## src/rtl/scr_pkg.sv

```systemverilog
package scr_pkg;

  typedef enum logic {
    ST_HUNT  = 1'b0,
    ST_SHIFT = 1'b1
  } rx_state_t;

  // Next bit-count value inside a frame
  function automatic int unsigned count_next(input int unsigned cur);
    return cur + 1;
  endfunction

  // Pick a single field bit from a word
  function automatic logic field_bit(input logic [31:0] word, input int unsigned pos);
    return word[pos];
  endfunction

endpackage

```

## src/rtl/scr_bit_sync.sv

```systemverilog
module scr_bit_sync #(
  parameter int   STAGES  = 2,
  parameter logic RST_VAL = 1'b0
) (
  input  logic clk,
  input  logic rst_n,
  input  logic d,
  output logic q
);

  logic [STAGES-1:0] chain;

  always_ff @(posedge clk or negedge rst_n) begin
    if (!rst_n) chain <= {STAGES{RST_VAL}};
    else        chain <= {chain[STAGES-2:0], d};
  end

  assign q = chain[STAGES-1];

endmodule

```

## src/rtl/scr_front.sv

```systemverilog
module scr_front #(
  parameter int SYNC_STAGES = 2
) (
  input  logic clk,
  input  logic rst_n,
  input  logic cs_n,
  input  logic sclk,
  input  logic din,
  input  logic conv_busy,
  output logic sclk_rise,
  output logic cs_fall,
  output logic cs_idle,
  output logic din_s,
  output logic busy_fall
);

  localparam int          NSIG = 3;
  localparam logic [NSIG-1:0] RSTV = 3'b100;

  logic [NSIG-1:0] raw;
  logic [NSIG-1:0] synced;
  logic            sclk_q, cs_q, busy_q;

  assign raw = {cs_n, sclk, din};

  for (genvar g = 0; g < NSIG; g++) begin : g_sync
    scr_bit_sync #(.STAGES(SYNC_STAGES), .RST_VAL(RSTV[g])) u_sync (
      .clk  (clk),
      .rst_n(rst_n),
      .d    (raw[g]),
      .q    (synced[g])
    );
  end

  always_ff @(posedge clk or negedge rst_n) begin
    if (!rst_n) begin
      sclk_q <= 1'b0;
      cs_q   <= 1'b1;
      busy_q <= 1'b0;
    end else begin
      sclk_q <= synced[1];
      cs_q   <= synced[2];
      busy_q <= conv_busy;
    end
  end

  assign cs_idle   = synced[2];
  assign din_s     = synced[0];
  assign sclk_rise = synced[1] & ~sclk_q;
  assign cs_fall   = cs_q & ~synced[2];
  assign busy_fall = busy_q & ~conv_busy;

endmodule

```

## src/rtl/scr_frame.sv

```systemverilog
module scr_frame
  import scr_pkg::*;
#(
  parameter int CMD_W = 8
) (
  input  logic             clk,
  input  logic             rst_n,
  input  logic             sclk_rise,
  input  logic             cs_fall,
  input  logic             cs_idle,
  input  logic             din_s,
  input  logic             busy_fall,
  output logic             start_evt,
  output logic             word_done,
  output logic [CMD_W-1:0] word,
  output logic             collecting
);

  localparam int CNT_W = $clog2(CMD_W + 1);
  localparam logic [CNT_W-1:0] LAST = CNT_W'(CMD_W - 1);

  rx_state_t        state;
  logic [CNT_W-1:0] cnt;
  logic [CMD_W-1:0] shreg;
  logic             armed;
  logic             shift_evt;

  assign collecting = (state == ST_SHIFT);
  assign start_evt  = ~cs_idle & sclk_rise & ~collecting & armed & din_s;
  assign shift_evt  = ~cs_idle & sclk_rise & collecting;
  assign word_done  = shift_evt & (cnt == LAST);
  assign word       = {shreg[CMD_W-2:0], din_s};

  always_ff @(posedge clk or negedge rst_n) begin
    if (!rst_n) begin
      state <= ST_HUNT;
      cnt   <= '0;
      shreg <= '0;
    end else if (cs_idle) begin
      state <= ST_HUNT;
      cnt   <= '0;
    end else if (start_evt) begin
      state <= ST_SHIFT;
      shreg <= CMD_W'(1);
      cnt   <= CNT_W'(1);
    end else if (shift_evt) begin
      shreg <= {shreg[CMD_W-2:0], din_s};
      if (word_done) begin
        state <= ST_HUNT;
        cnt   <= '0;
      end else begin
        cnt <= CNT_W'(count_next(int'(cnt)));
      end
    end
  end

  always_ff @(posedge clk or negedge rst_n) begin
    if (!rst_n)                    armed <= 1'b0;
    else if (cs_fall || busy_fall) armed <= 1'b1;
    else if (start_evt)            armed <= 1'b0;
  end

endmodule

```

## src/rtl/scr_regs.sv

```systemverilog
module scr_regs
  import scr_pkg::*;
#(
  parameter int CMD_W      = 8,
  parameter int PORT_W     = 3,
  parameter int CLKSEL_POS = 5,
  parameter int ACQ_POS    = 4
) (
  input  logic              clk,
  input  logic              rst_n,
  input  logic              word_done,
  input  logic [CMD_W-1:0]  word,
  input  logic              start_evt,
  input  logic              conv_busy,
  output logic [CMD_W-1:0]  cmd_word,
  output logic [PORT_W-1:0] port_out,
  output logic              clk_int,
  output logic              acq_long,
  output logic              cmd_valid,
  output logic              abort
);

  always_ff @(posedge clk or negedge rst_n) begin
    if (!rst_n) begin
      cmd_word  <= '0;
      port_out  <= '0;
      clk_int   <= 1'b0;
      acq_long  <= 1'b0;
      cmd_valid <= 1'b0;
      abort     <= 1'b0;
    end else begin
      cmd_valid <= word_done;
      abort     <= start_evt & conv_busy;
      if (word_done) begin
        cmd_word <= word;
        port_out <= word[PORT_W-1:0];
        clk_int  <= field_bit(32'(word), CLKSEL_POS);
        acq_long <= field_bit(32'(word), ACQ_POS);
      end
    end
  end

endmodule

```

## src/rtl/serial_cmd_rx.sv

```systemverilog
module serial_cmd_rx #(
  parameter int CMD_W       = 8,
  parameter int PORT_W      = 3,
  parameter int CLKSEL_POS  = 5,
  parameter int ACQ_POS     = 4,
  parameter int SYNC_STAGES = 2
) (
  input  logic              clk,
  input  logic              rst_n,
  input  logic              cs_n,
  input  logic              sclk,
  input  logic              din,
  input  logic              conv_busy,
  output logic              cmd_valid,
  output logic              abort,
  output logic [CMD_W-1:0]  cmd_word,
  output logic              clk_int,
  output logic              acq_long,
  output logic [PORT_W-1:0] port_out
);

  logic             sclk_rise, cs_fall, cs_idle, din_s, busy_fall;
  logic             start_evt, word_done, collecting;
  logic [CMD_W-1:0] word;

  scr_front #(.SYNC_STAGES(SYNC_STAGES)) u_front (
    .clk      (clk),
    .rst_n    (rst_n),
    .cs_n     (cs_n),
    .sclk     (sclk),
    .din      (din),
    .conv_busy(conv_busy),
    .sclk_rise(sclk_rise),
    .cs_fall  (cs_fall),
    .cs_idle  (cs_idle),
    .din_s    (din_s),
    .busy_fall(busy_fall)
  );

  scr_frame #(.CMD_W(CMD_W)) u_frame (
    .clk       (clk),
    .rst_n     (rst_n),
    .sclk_rise (sclk_rise),
    .cs_fall   (cs_fall),
    .cs_idle   (cs_idle),
    .din_s     (din_s),
    .busy_fall (busy_fall),
    .start_evt (start_evt),
    .word_done (word_done),
    .word      (word),
    .collecting(collecting)
  );

  scr_regs #(
    .CMD_W(CMD_W), .PORT_W(PORT_W), .CLKSEL_POS(CLKSEL_POS), .ACQ_POS(ACQ_POS)
  ) u_regs (
    .clk      (clk),
    .rst_n    (rst_n),
    .word_done(word_done),
    .word     (word),
    .start_evt(start_evt),
    .conv_busy(conv_busy),
    .cmd_word (cmd_word),
    .port_out (port_out),
    .clk_int  (clk_int),
    .acq_long (acq_long),
    .cmd_valid(cmd_valid),
    .abort    (abort)
  );

endmodule

```

## config.mk

```make
export PLATFORM = sky130hd
export DESIGN_NAME = serial_cmd_rx
export DESIGN_NICKNAME = d
export VERILOG_FILES = /design/src/rtl/scr_pkg.sv /design/src/rtl/scr_bit_sync.sv /design/src/rtl/scr_front.sv /design/src/rtl/scr_frame.sv /design/src/rtl/scr_regs.sv /design/src/rtl/serial_cmd_rx.sv
export SDC_FILE = /design/constraint.sdc
export NUM_CORES = 1
export LEC_CHECK = 0
export CORE_AREA = 10 10 75 71
export DETAILED_ROUTE_END_ITERATION = 16
export DIE_AREA = 0 0 85 81
export GPL_TIMING_DRIVEN = 0
export PLACE_DENSITY = 0.64
export SLEW_MARGIN = 5
export SYNTH_ARGS = -nofsm -noshare
export SYNTH_HDL_FRONTEND = slang
export SYNTH_SLANG_ARGS = --single-unit
```

## constraint.sdc

```tcl
create_clock -name clk -period 1.6 [get_ports clk]
set_input_delay 0.4 -clock clk [delete_from_list [all_inputs] [get_ports clk]]
set_output_delay 0.4 -clock clk [all_outputs]
set_load 0.02 [all_outputs]
```

==> flow_metrics.env, run 1 <==
export IMPL_status="complete, no violations"
export IMPL_critPathLaunch="u_frame.cnt[1]$_DFFE_PN0P_"
export IMPL_clockBufferDepth=2
export IMPL_ys_warn_count=0
export IMPL_clock_skew_ns=0.00800
export IMPL_tightest_slew_ns=0.692
export IMPL_syn_instance_count=101
export IMPL_endpoint_kind="flop"
export IMPL_initial_core_util_pct=32.9
export IMPL_slew_headroom_pct=53.8
export IMPL_dp_hpwl_um=1750
export IMPL_synth_area_mm2=0.00128
export IMPL_dieArea_mm2=0.00689
export IMPL_core_mm2=0.00388
export IMPL_rows=22
export IMPL_fp_dieW_um=85
export IMPL_fillCellCount=381
export IMPL_grt_setup_unrepaired="no"
export IMPL_period_share_pct=95.4
export IMPL_wl_per_cell_um=13.8
export IMPL_area_delta_synth_final_pct=27.6
export IMPL_layout_cells_most_common="dfrtp_1"
export IMPL_rr_endpoint="u_regs.cmd_word[3]$_DFFE_PN0P_"
export IMPL_cp_required_ns=1.77
export IMPL_n_antenna_cell=0
export IMPL_cts_root_buf="clkbuf_8"
export IMPL_fin_area_mm2=0.00163
export IMPL_crit_end="u_regs.cmd_word[3]$_DFFE_PN0P_"
export IMPL_clk_pin_slew_ns=0.07
export IMPL_drv_cap=0
export IMPL_grt_max_degree=33
export IMPL_holdCritPathClass="primary input to asynchronous set/reset pin"
export IMPL_ir_drop_v=0.000486
export IMPL_gp_congestion=0.790
export IMPL_ys_seq_area_share_pct=63.0
export IMPL_synth_nets=108
export IMPL_cts_sinks=32
export IMPL_cp_arrival_ns=1.70
export IMPL_syn_avg_cell_area_um2=12.6
export IMPL_post_route_min_period_ns=1.53
export IMPL_io_pins=21
export IMPL_final_layout_size_suffix_gt1_share_pct=24.2
export IMPL_portBuffers=20
export IMPL_synth_cell_types=27
export IMPL_power_density_mw_per_mm2=966
export IMPL_drc=0
export IMPL_reg2reg_from="u_frame.cnt[1]$_DFFE_PN0P_"
export IMPL_r2r_cells=5
export IMPL_vias=844
export IMPL_dpl_cell_area_mm2=0.00153
export IMPL_hold_violations=0
export IMPL_grt_total_usage_pct=7.95
export IMPL_clock_latency_ns=0.28
export IMPL_htreeDepth=2
export IMPL_fin_tns_setup_ns=0
export IMPL_fmax_mhz=655
export IMPL_p_leak_nw=0.804
export IMPL_antenna_found_initial=0
export IMPL_r2r_slack_ns=0.07
export IMPL_grt_pass1_wl_um=4430
export IMPL_drt_first_pass_iters=4
export IMPL_criticalPathCategory="flop to flop"
export IMPL_first_iter_violations=78
export IMPL_cts_tree="done"
export IMPL_grt_pass1_vias=957
export IMPL_nets=138
export IMPL_crit_fanout=6
export IMPL_postRouteAntennaNets=0
export IMPL_worst_setup_path_start_kind="flop"
export IMPL_finalSetupViolCount=0
export IMPL_cts_hold_buf=0
export IMPL_mostFrequentLayoutCells="dfrtp_1 (29), nand2_1 (17), dlygate4sd2_1 (15)"
export IMPL_die_y_um=81
export IMPL_synth_seq_cells=32
export IMPL_overflow=0
export IMPL_cts_buffers=5
export IMPL_viasPerCell=4.69
export IMPL_finalMaxSlewViolations=0
export IMPL_routed_wl_um=2480
## cells in the mapped netlist, drive strengths merged
cell type / instances / area, um2
nor4bb: 1 / 10.0
dfrtp: 29 / 726
dfstp: 3 / 78.8
nand4bb: 2 / 38.8
nand2: 17 / 63.8
nand3: 1 / 5.00
or3: 1 / 6.26
nor2: 1 / 11.3
o211ai: 1 / 7.51
o31ai: 2 / 15.0
clkbuf: 2 / 7.51
a22oi: 1 / 7.51
nand2b: 2 / 12.5
mux2: 8 / 90.1
inv: 4 / 15.0
o21ai: 5 / 25.0
nor4: 1 / 21.3
a21oi: 8 / 40.0
or4: 1 / 7.51
ha: 1 / 12.5
o21bai: 1 / 7.51
nand3b: 1 / 7.51
and2: 1 / 6.26
buf: 5 / 37.5
a31oi: 1 / 6.26
and4b: 1 / 10.0
## critical path, cell delays in order, from the launching register on
cell	delay (ns)
dfrtp_1	0.38
ha_1	0.21
nand3b_1	0.19
nor2_4	0.15
buf_4	0.15
mux2_2	0.33
## registers in the layout, summed over array words and instances (netlist names), 2 cells and up
name,cells
u_frame.shreg,7
u_regs.cmd_word,6
u_regs.port_out,2
u_front.g_sync.u_sync.chain,6
u_frame.cnt,4
## metal layers
metal / routed length, um / track usage [%]
met3: 249 / 4.60
met1: 1110 / 8.87
met2: 1080 / 11.8
met5: 0 / 0
met4: 41 / 4.28
## kinds of logic after synthesis
| group | after synthesis | share of synthesized area [%] |
|---|---|---|
| fa+ha+maj | 1 | 0.980 |
| mux | 8 | 7.06 |
| flops | 32 | 63.0 |
| buf+inv | 11 | 4.71 |
| compound gates | 19 | 8.53 |
| simple gates | 30 | 15.7 |
## worst min-delay path by stage
stage	from	end	slack, ns	cells after the start
floorplan	rst_n	u_frame.armed$_DFFE_PN0P_	0.10	0
global placement	u_front.g_sync[0].u_sync.chain[0]$_DFF_PN0_	u_front.g_sync[0].u_sync.chain[1]$_DFF_PN0_	0.33	0
detailed placement	u_front.g_sync[1].u_sync.chain[0]$_DFF_PN0_	u_front.g_sync[1].u_sync.chain[1]$_DFF_PN0_	0.34	0
CTS	rst_n	u_frame.collecting$_DFFE_PN0P_	0.18	1
global route	rst_n	u_frame.shreg[0]$_DFFE_PN0P_	0.21	1
finish	rst_n	u_frame.collecting$_DFFE_PN0P_	0.16	1
## stage by stage
stage | setup slack (ns) | util, % | std cells | hold WS (ns) | power, mW
final | 0.0731 | 42.0 | 180 | 0.158 | 1.57
after global routing | 0.00114 | 42.0 | 180 | 0.212 | 1.65
after CTS | 0.0246 | 41.7 | 179 | 0.185 | 1.59
after detailed placement | 0.00345 | 39.5 | 169 | 0.337 | 0.956
after global placement | -0.391 | 39.6 | 169 | 0.332 | 0.953
after floorplan | 0.223 | - | 101 | 0.104 | 0.914
## layout make-up
type / count / area, um2 / share of cell area [%]
timing repair buffer: 23 / 199 / 12.2
inverter: 4 / 15.0 / 0.922
buffer: 7 / 46.3 / 2.84
clock buffer: 6 / 82.6 / 5.07
clock inverter: 2 / 10.0 / 0.614
tap: 48 / 60.1 / 3.69
sequential: 32 / 805 / 49.4
multi-input combinational: 58 / 412 / 25.3
## power by group
part           switching [mW]  total (mW)  internal, mW  leakage, nW
Clock                   0.286       0.628         0.342       0.0510
Combinational          0.0418      0.0769        0.0351        0.340
Sequential             0.0275       0.869         0.841        0.413
## what timing repair did
item                                    4_1_cts  5_1_grt
gates resized for setup                      15        2
endpoints found under the setup margin       17       17
setup buffers                                 2        1
pin swaps                                     1        0
hold endpoints to repair                      0        0
Power figures use the tool's default switching activity.
==> inputs of run 2 (changes only) <==
--- a/config.mk
+++ b/config.mk
@@ -6,10 +6,11 @@
 export NUM_CORES = 1
 export LEC_CHECK = 0
 export CORE_AREA = 10 10 75 71
+export CTS_CLUSTER_SIZE = 20
 export DETAILED_ROUTE_END_ITERATION = 16
 export DIE_AREA = 0 0 85 81
 export GPL_TIMING_DRIVEN = 0
-export PLACE_DENSITY = 0.64
+export PLACE_DENSITY = 0.61
 export SLEW_MARGIN = 5
 export SYNTH_ARGS = -nofsm -noshare
 export SYNTH_HDL_FRONTEND = slang
==> run 2 against run 1 <==
Critical path depth unchanged; die area unchanged; first-iteration DRC count decreased by 22%; flip-flop and latch count unchanged; cell area decreased by 0.69%; sequential power about the same; combinational power decreased by 7.9%; clock skew decreased by 0.0013 ns; worst setup slack got worse by 0.0080 ns; critical path type unchanged.
==> flow_metrics.env, run 2 (synthesis results as in run 1) <==
export IMPL_r2r_cells=5
export IMPL_cp_required_ns=1.77
export IMPL_multi_input_area_um2=412
export IMPL_final_layout_size_suffix_gt1_share_pct=22.7
export IMPL_mostFrequentLayoutCells="dfrtp_1 (29), nand2_1 (17), dlygate4sd2_1 (15)"
export IMPL_endpoint_kind="flop"
export IMPL_grt_pass1_wl_um=4400
export IMPL_io_pins=21
export IMPL_cp_cell_sequence="ha_1 -> nand3b_1 -> nor2_4 -> buf_4 -> mux2_2"
export IMPL_htreeDepth=2
export IMPL_fillCellCount=368
export IMPL_final_util_pct=41.7
export IMPL_criticalPathCategory="flop to flop"
export IMPL_initial_core_util_pct=32.9
export IMPL_core_mm2=0.00388
export IMPL_timing_hold_ws_ns=0.160
export IMPL_gp_congestion=0.741
export IMPL_overflow=0
export IMPL_largest_reg_flops=7
export IMPL_place_ws_ns=-0.0179
export IMPL_top_register="u_frame.shreg"
export IMPL_holdCritPathClass="primary input to asynchronous set/reset pin"
export IMPL_met3_usage_pct=5.30
export IMPL_slew_headroom_pct=53.3
export IMPL_finalMaxSlewViolations=0
export IMPL_dieArea_mm2=0.00689
export IMPL_cts_root_buf="clkbuf_8"
export IMPL_first_iter_violations=61
export IMPL_area_delta_synth_final_pct=26.8
export IMPL_period_share_pct=95.9
export IMPL_cts_buffers=5
export IMPL_clock_skew_ns=0.00665
export IMPL_wl_per_cell_um=14.2
export IMPL_vias=877
export IMPL_fmax_mhz=652
export IMPL_cts_tree="done"
export IMPL_cts_hold_buf=0
export IMPL_ir_drop_v=0.000454
export IMPL_drv_cap=0
export IMPL_clockBufferDepth=2
export IMPL_grt_busiest_layer="met2"
export IMPL_cpPeakStageDelay_ns=0.42
export IMPL_grt_max_degree=33
export IMPL_post_route_min_period_ns=1.53
export IMPL_n_antenna_cell=0
export IMPL_nets=138
export IMPL_fin_ws_ns=0.0651
export IMPL_fp_dieW_um=85
export IMPL_layout_cells_most_common="dfrtp_1"
export IMPL_rows=22
export IMPL_regArea_um2=805
export IMPL_crit_fanout=6
export IMPL_hold_violations=0
export IMPL_largest_registers="u_frame.shreg: 7 flops, u_front.g_sync.u_sync.chain: 6 flops, u_regs.cmd_word: 6 flops"
export IMPL_antenna_found_initial=0
export IMPL_grt_pass1_vias=926
export IMPL_worst_setup_path_start_kind="flop"
export IMPL_power_density_mw_per_mm2=947
export IMPL_place_inst=169
export IMPL_met1_usage_pct=8.89
export IMPL_postRouteAntennaNets=0
export IMPL_tightest_slew_ns=0.700
export IMPL_globalRouteMet2Util_pct=11.5
export IMPL_cp_arrival_ns=1.70
export IMPL_clk_pin_slew_ns=0.07
export IMPL_routed_wl_um=2550
export IMPL_p_leak_nw=0.794
export IMPL_status="complete, no violations"
export IMPL_die_y_um=81
export IMPL_clock_latency_ns=0.29
export IMPL_grt_total_usage_pct=8.17
export IMPL_viasPerCell=4.87
export IMPL_cts_sinks=32
export IMPL_finalSetupViolCount=0
export IMPL_drt_first_pass_iters=4
export IMPL_portBuffers=20
export IMPL_drc=0
export IMPL_dp_hpwl_um=1810
export IMPL_instances_no_fill=180
export IMPL_slowest_stage="dfrtp_1"
run 2: cell count changes in the layout (fill, tap and decap cells not counted):
cell and change:
clkbuf_1 +2, clkbuf_8 -1, clkinv_2 -1
run 2: where the power goes:
group	leakage [nW]	switching [mW]	internal [mW]
sequential	0.413	0.0286	0.841
combinational	0.339	0.0394	0.0314
clock	0.0422	0.287	0.305
total	0.794	0.355	1.18
run 2: worst max-delay path, delay by kind of cell, from the launching register on:
family | cells | cell delay [ns]
DFF | 1 | 0.42
muxes | 1 | 0.34
buffers and inverters | 1 | 0.16
and+or+nand+nor | 2 | 0.29
adders and majority gates | 1 | 0.20
run 2: cell type report:
cell class,instances,share of cell area [%]
sequential,32,49.7
multi-input combinational,58,25.4
timing repair buffer,23,12.3
clock buffer,7,4.72
tap,48,3.71
buffer,7,2.86
inverter,4,0.928
clock inverter,1,0.309
run 2: worst paths after layout:
path	slack [ns]	start	end
max in group asynchronous	0.99	rst_n	u_regs.cmd_word[5]$_DFFE_PN0P_
min reg2reg	0.35	u_front.g_sync[1].u_sync.chain[0]$_DFF_PN0_	u_front.g_sync[1].u_sync.chain[1]$_DFF_PN0_
min	0.16	rst_n	u_frame.shreg[4]$_DFFE_PN0P_
min in group clk	0.35	u_front.g_sync[1].u_sync.chain[0]$_DFF_PN0_	u_front.g_sync[1].u_sync.chain[1]$_DFF_PN0_
max reg2reg	0.07	u_frame.cnt[0]$_DFFE_PN0P_	u_regs.cmd_word[3]$_DFFE_PN0P_
max	0.07	u_frame.cnt[0]$_DFFE_PN0P_	u_regs.cmd_word[3]$_DFFE_PN0P_
run 2: layer usage:
layer / vias to the layer above / wire length (um) / share of wire, %
li1: 404 / - / -
met1: 437 / 1080 / 42
met2: 29 / 1140 / 45
met3: 7 / 263 / 10
met4: 0 / 69 / 2.7
met5: - / 0 / 0
run 2: stage by stage:
stage	power [mW]	TNS, ns	area, um2
global route	1.61	-0.00751	1620
CTS	1.56	0	1610
global placement	0.953	-11.80	1540
detailed placement	0.957	-0.0553	1530
finish	1.53	0	1620
floorplan	0.914	0	1280
run 2: repair_timing:
| item | in CTS | in global routing |
|---|---|---|
| pin swaps | 1 | 1 |
| resized for setup | 15 | 2 |
| hold endpoints to repair | 0 | 0 |
| setup endpoints to repair | 23 | 16 |
| buffers inserted | 2 | 1 |
==> inputs of run 3 (changes only) <==
--- a/config.mk
+++ b/config.mk
@@ -5,13 +5,16 @@
 export SDC_FILE = /design/constraint.sdc
 export NUM_CORES = 1
 export LEC_CHECK = 0
-export CORE_AREA = 10 10 75 71
+export ABC_AREA = 1
+export CORE_AREA = 10 10 76 71
 export CTS_CLUSTER_SIZE = 20
 export DETAILED_ROUTE_END_ITERATION = 16
-export DIE_AREA = 0 0 85 81
+export DIE_AREA = 0 0 86 81
 export GPL_TIMING_DRIVEN = 0
 export PLACE_DENSITY = 0.61
+export SETUP_SLACK_MARGIN = 0.5
 export SLEW_MARGIN = 5
 export SYNTH_ARGS = -nofsm -noshare
 export SYNTH_HDL_FRONTEND = slang
 export SYNTH_SLANG_ARGS = --single-unit
+export TNS_END_PERCENT = 30
==> run 3 against run 2 <==
Flip-flop and latch count stayed put; largest cell class unchanged; clock power is 28% higher; clock skew up 0.0013 ns; non-clock buffer count is 14 higher; final cell count grew 20%; routed wire length grew 3.7%; fmax grew 15%; critical path depth is 4 lower; sequential power is 1% lower; die area rose by 1.2%.
==> flow_metrics.env, run 3 <==
export IMPL_status="complete, no violations"
export IMPL_crit_family="flip-flops"
export IMPL_synth_compound_area_share_pct=7.74
export IMPL_synth_cell_types=23
export IMPL_r2r_slack_ns=0.31
export IMPL_io_pins=21
export IMPL_cts_sinks=32
export IMPL_finalMaxSlewViolations=0
export IMPL_core_mm2=0.00394
export IMPL_cts_buffers=5
export IMPL_gp_congestion=0.757
export IMPL_post_route_min_period_ns=1.34
export IMPL_final_util_pct=48.5
export IMPL_place_inst=190
export IMPL_cp_required_ns=1.20
export IMPL_fin_ws_ns=0.262
export IMPL_fmax_mhz=747
export IMPL_rows=22
export IMPL_drc=0
export IMPL_layout_cells_most_common="dfrtp_1"
export IMPL_fin_tns_setup_ns=0
export IMPL_ys_warn_count=0
export IMPL_portBuffers=20
export IMPL_cpPeakStageDelay_ns=0.39
export IMPL_slowest_stage="dfrtp_1"
export IMPL_grt_max_degree=33
export IMPL_cts_hold_buf=0
export IMPL_cts_tree="done"
export IMPL_fp_dieW_um=86
export IMPL_overflow=0
export IMPL_drt_first_pass_iters=4
export IMPL_tightest_slew_ns=0.695
export IMPL_timing_hold_ws_ns=0.148
export IMPL_largest_registers="u_frame.shreg: 7 flops, u_front.g_sync.u_sync.chain: 6 flops, u_regs.cmd_word: 6 flops"
export IMPL_viasPerCell=4.48
export IMPL_cp_arrival_ns=0.94
export IMPL_final_layout_size_suffix_gt1_share_pct=47.0
export IMPL_dieArea_mm2=0.00697
export IMPL_area_delta_synth_final_pct=47.6
export IMPL_place_ws_ns=0.126
export IMPL_clock_skew_ns=0.00794
export IMPL_yosys_top_cells_count="nand2_1 (31), dfrtp_1 (29), inv_1 (9), nand3_1 (7), o21ai_1 (6)"
export IMPL_synth_xor_area_share_pct=0
export IMPL_synth_area_leaders="dfrtp_1 (56%), nand2_1 (9.0%), dfstp_2 (6.1%)"
export IMPL_mostFrequentLayoutCells="dfrtp_1 (29), nand2_1 (24), buf_4 (16)"
export IMPL_n_antenna_cell=0
export IMPL_synthArstFlopShare_pct=100
export IMPL_globalRouteMet2Util_pct=12.9
export IMPL_first_iter_violations=97
export IMPL_synth_edf_count=0
export IMPL_largest_reg_flops=7
export IMPL_grt_pass1_vias=971
export IMPL_wl_per_cell_um=12.2
export IMPL_slew_headroom_pct=53.7
export IMPL_routed_wl_um=2640
export IMPL_clk_pin_slew_ns=0.07
export IMPL_muxShareOfSynthArea_pct=0
export IMPL_dpl_cell_area_mm2=0.00155
export IMPL_cp_cell_sequence="clkdlybuf4s15_2"
export IMPL_netlist_top_cell_by_area="dfrtp_1"
export IMPL_drv_cap=0
export IMPL_ys_seq_area_share_pct=62.2
export IMPL_htreeDepth=2
export IMPL_synth_area_mm2=0.00129
export IMPL_nets=174
export IMPL_worst_path_buf_inv=1
export IMPL_endpoint_kind="output pin"
export IMPL_synth_most_common_cell="nand2_1"
export IMPL_instances_no_fill=216
export IMPL_holdCritPathClass="primary input to asynchronous set/reset pin"
export IMPL_ir_drop_v=0.000619
export IMPL_vias=968
export IMPL_clock_latency_ns=0.29
export IMPL_synth_ff_type="dfrtp_1"
export IMPL_grt_busiest_layer="met2"
export IMPL_criticalPathCategory="flop to output pin"
export IMPL_synth_top_family_by_area="simple AND/OR/NAND/NOR gates"
export IMPL_crit_fanout=2
export IMPL_initial_core_util_pct=32.9
export IMPL_cts_root_buf="clkbuf_8"
export IMPL_antenna_found_initial=0
export IMPL_clockBufferDepth=2
export IMPL_syn_instance_count=122
export IMPL_syn_avg_cell_area_um2=10.6
export IMPL_grt_setup_unrepaired="yes"
export IMPL_dp_hpwl_um=1690
export IMPL_synth_seq_cells=32
export IMPL_grt_total_usage_pct=7.79
export IMPL_postRouteAntennaNets=0
export IMPL_top_register="u_frame.shreg"
export IMPL_die_y_um=81
export IMPL_synth_simple_area_share_pct=21.1
export IMPL_hold_violations=0
export IMPL_synthAdderAreaFrac_pct=0.967
export IMPL_met3_usage_pct=3.80
export IMPL_met1_usage_pct=7.99
export IMPL_synth_top_area_share_pct=56.1
export IMPL_fillCellCount=361
export IMPL_grt_pass1_wl_um=4330
export IMPL_synth_nets=129
export IMPL_fin_area_mm2=0.00191
export IMPL_p_total_mw=1.72
export IMPL_period_share_pct=83.6
export IMPL_finalSetupViolCount=0
export IMPL_worst_setup_path_start_kind="flop"
export IMPL_p_leak_nw=0.945
export IMPL_power_density_mw_per_mm2=901
-- run 3: changes by cell type after synthesis, moves of 5 or more --
cell / previous run / this run
nand2_1: 17 / 31
mux2_2: 8 / 0
a21oi_1: 8 / 1
nand3_1: 1 / 7
o21ai_1: 0 / 6
inv_1: 4 / 9
nor2_1: 0 / 5
o21ai_0: 5 / 0
-- run 3: worst paths after layout --
kind                                                             startpoint                                          end  cells past startpoint
worst min-delay path                                                  rst_n               u_regs.cmd_word[5]$_DFFE_PN0P_                      1
min in group clk                u_front.g_sync[0].u_sync.chain[0]$_DFF_PN0_  u_front.g_sync[0].u_sync.chain[1]$_DFF_PN0_                      0
worst max register to register  u_front.g_sync[2].u_sync.chain[1]$_DFF_PN1_                 u_frame.shreg[0]$_DFFE_PN0P_                      8
worst max-delay path                         u_regs.cmd_word[3]$_DFFE_PN0P_                                  cmd_word[3]                      1
worst min register to register  u_front.g_sync[0].u_sync.chain[0]$_DFF_PN0_  u_front.g_sync[0].u_sync.chain[1]$_DFF_PN0_                      0
max in group asynchronous                                             rst_n                   u_frame.cnt[3]$_DFFE_PN0P_                      1
-- run 3: report_power, final --
part / switching [mW] / total, mW / internal (mW) / leakage, nW
logic: 0.0603 / 0.103 / 0.0429 / 0.476
registers: 0.0189 / 0.858 / 0.839 / 0.414
clock network: 0.297 / 0.758 / 0.462 / 0.0552
-- run 3: kinds of logic after synthesis --
family	count (synthesis)
buffers and inverters	20
flip-flops	32
AO/OA/AOI/OAI	15
adder cells (fa/ha/maj)	1
AND/OR/NAND/NOR	54
-- run 3: timing repair --
| action | CTS | global route |
|---|---|---|
| endpoints found under the hold margin | 0 | 0 |
| setup endpoints to repair | 37 | 38 |
| gates cloned | 0 | 1 |
| gates resized for setup | 75 | 21 |
| buffers inserted | 8 | 9 |
| pin swaps | 2 | 6 |
-- run 3: metal layers --
layer | part of all wire (%) | vias up
li1 | - | 471
met1 | 41 | 468
met2 | 50 | 23
met3 | 6.5 | 6
met4 | 1.8 | 0
met5 | 0 | -
-- run 3: area by class of cell --
cell class | count | area, um2 | area share, %
well taps | 48 | 60.1 | 3.15
multi-input cells | 70 | 453 | 23.7
repair buffers | 38 | 353 | 18.5
clock inverters | 2 | 35.0 | 1.83
inverters | 14 | 60.1 | 3.15
flip-flops and latches | 32 | 805 | 42.1
plain buffers | 6 | 71.3 | 3.74
clock buffers | 6 | 72.6 | 3.80
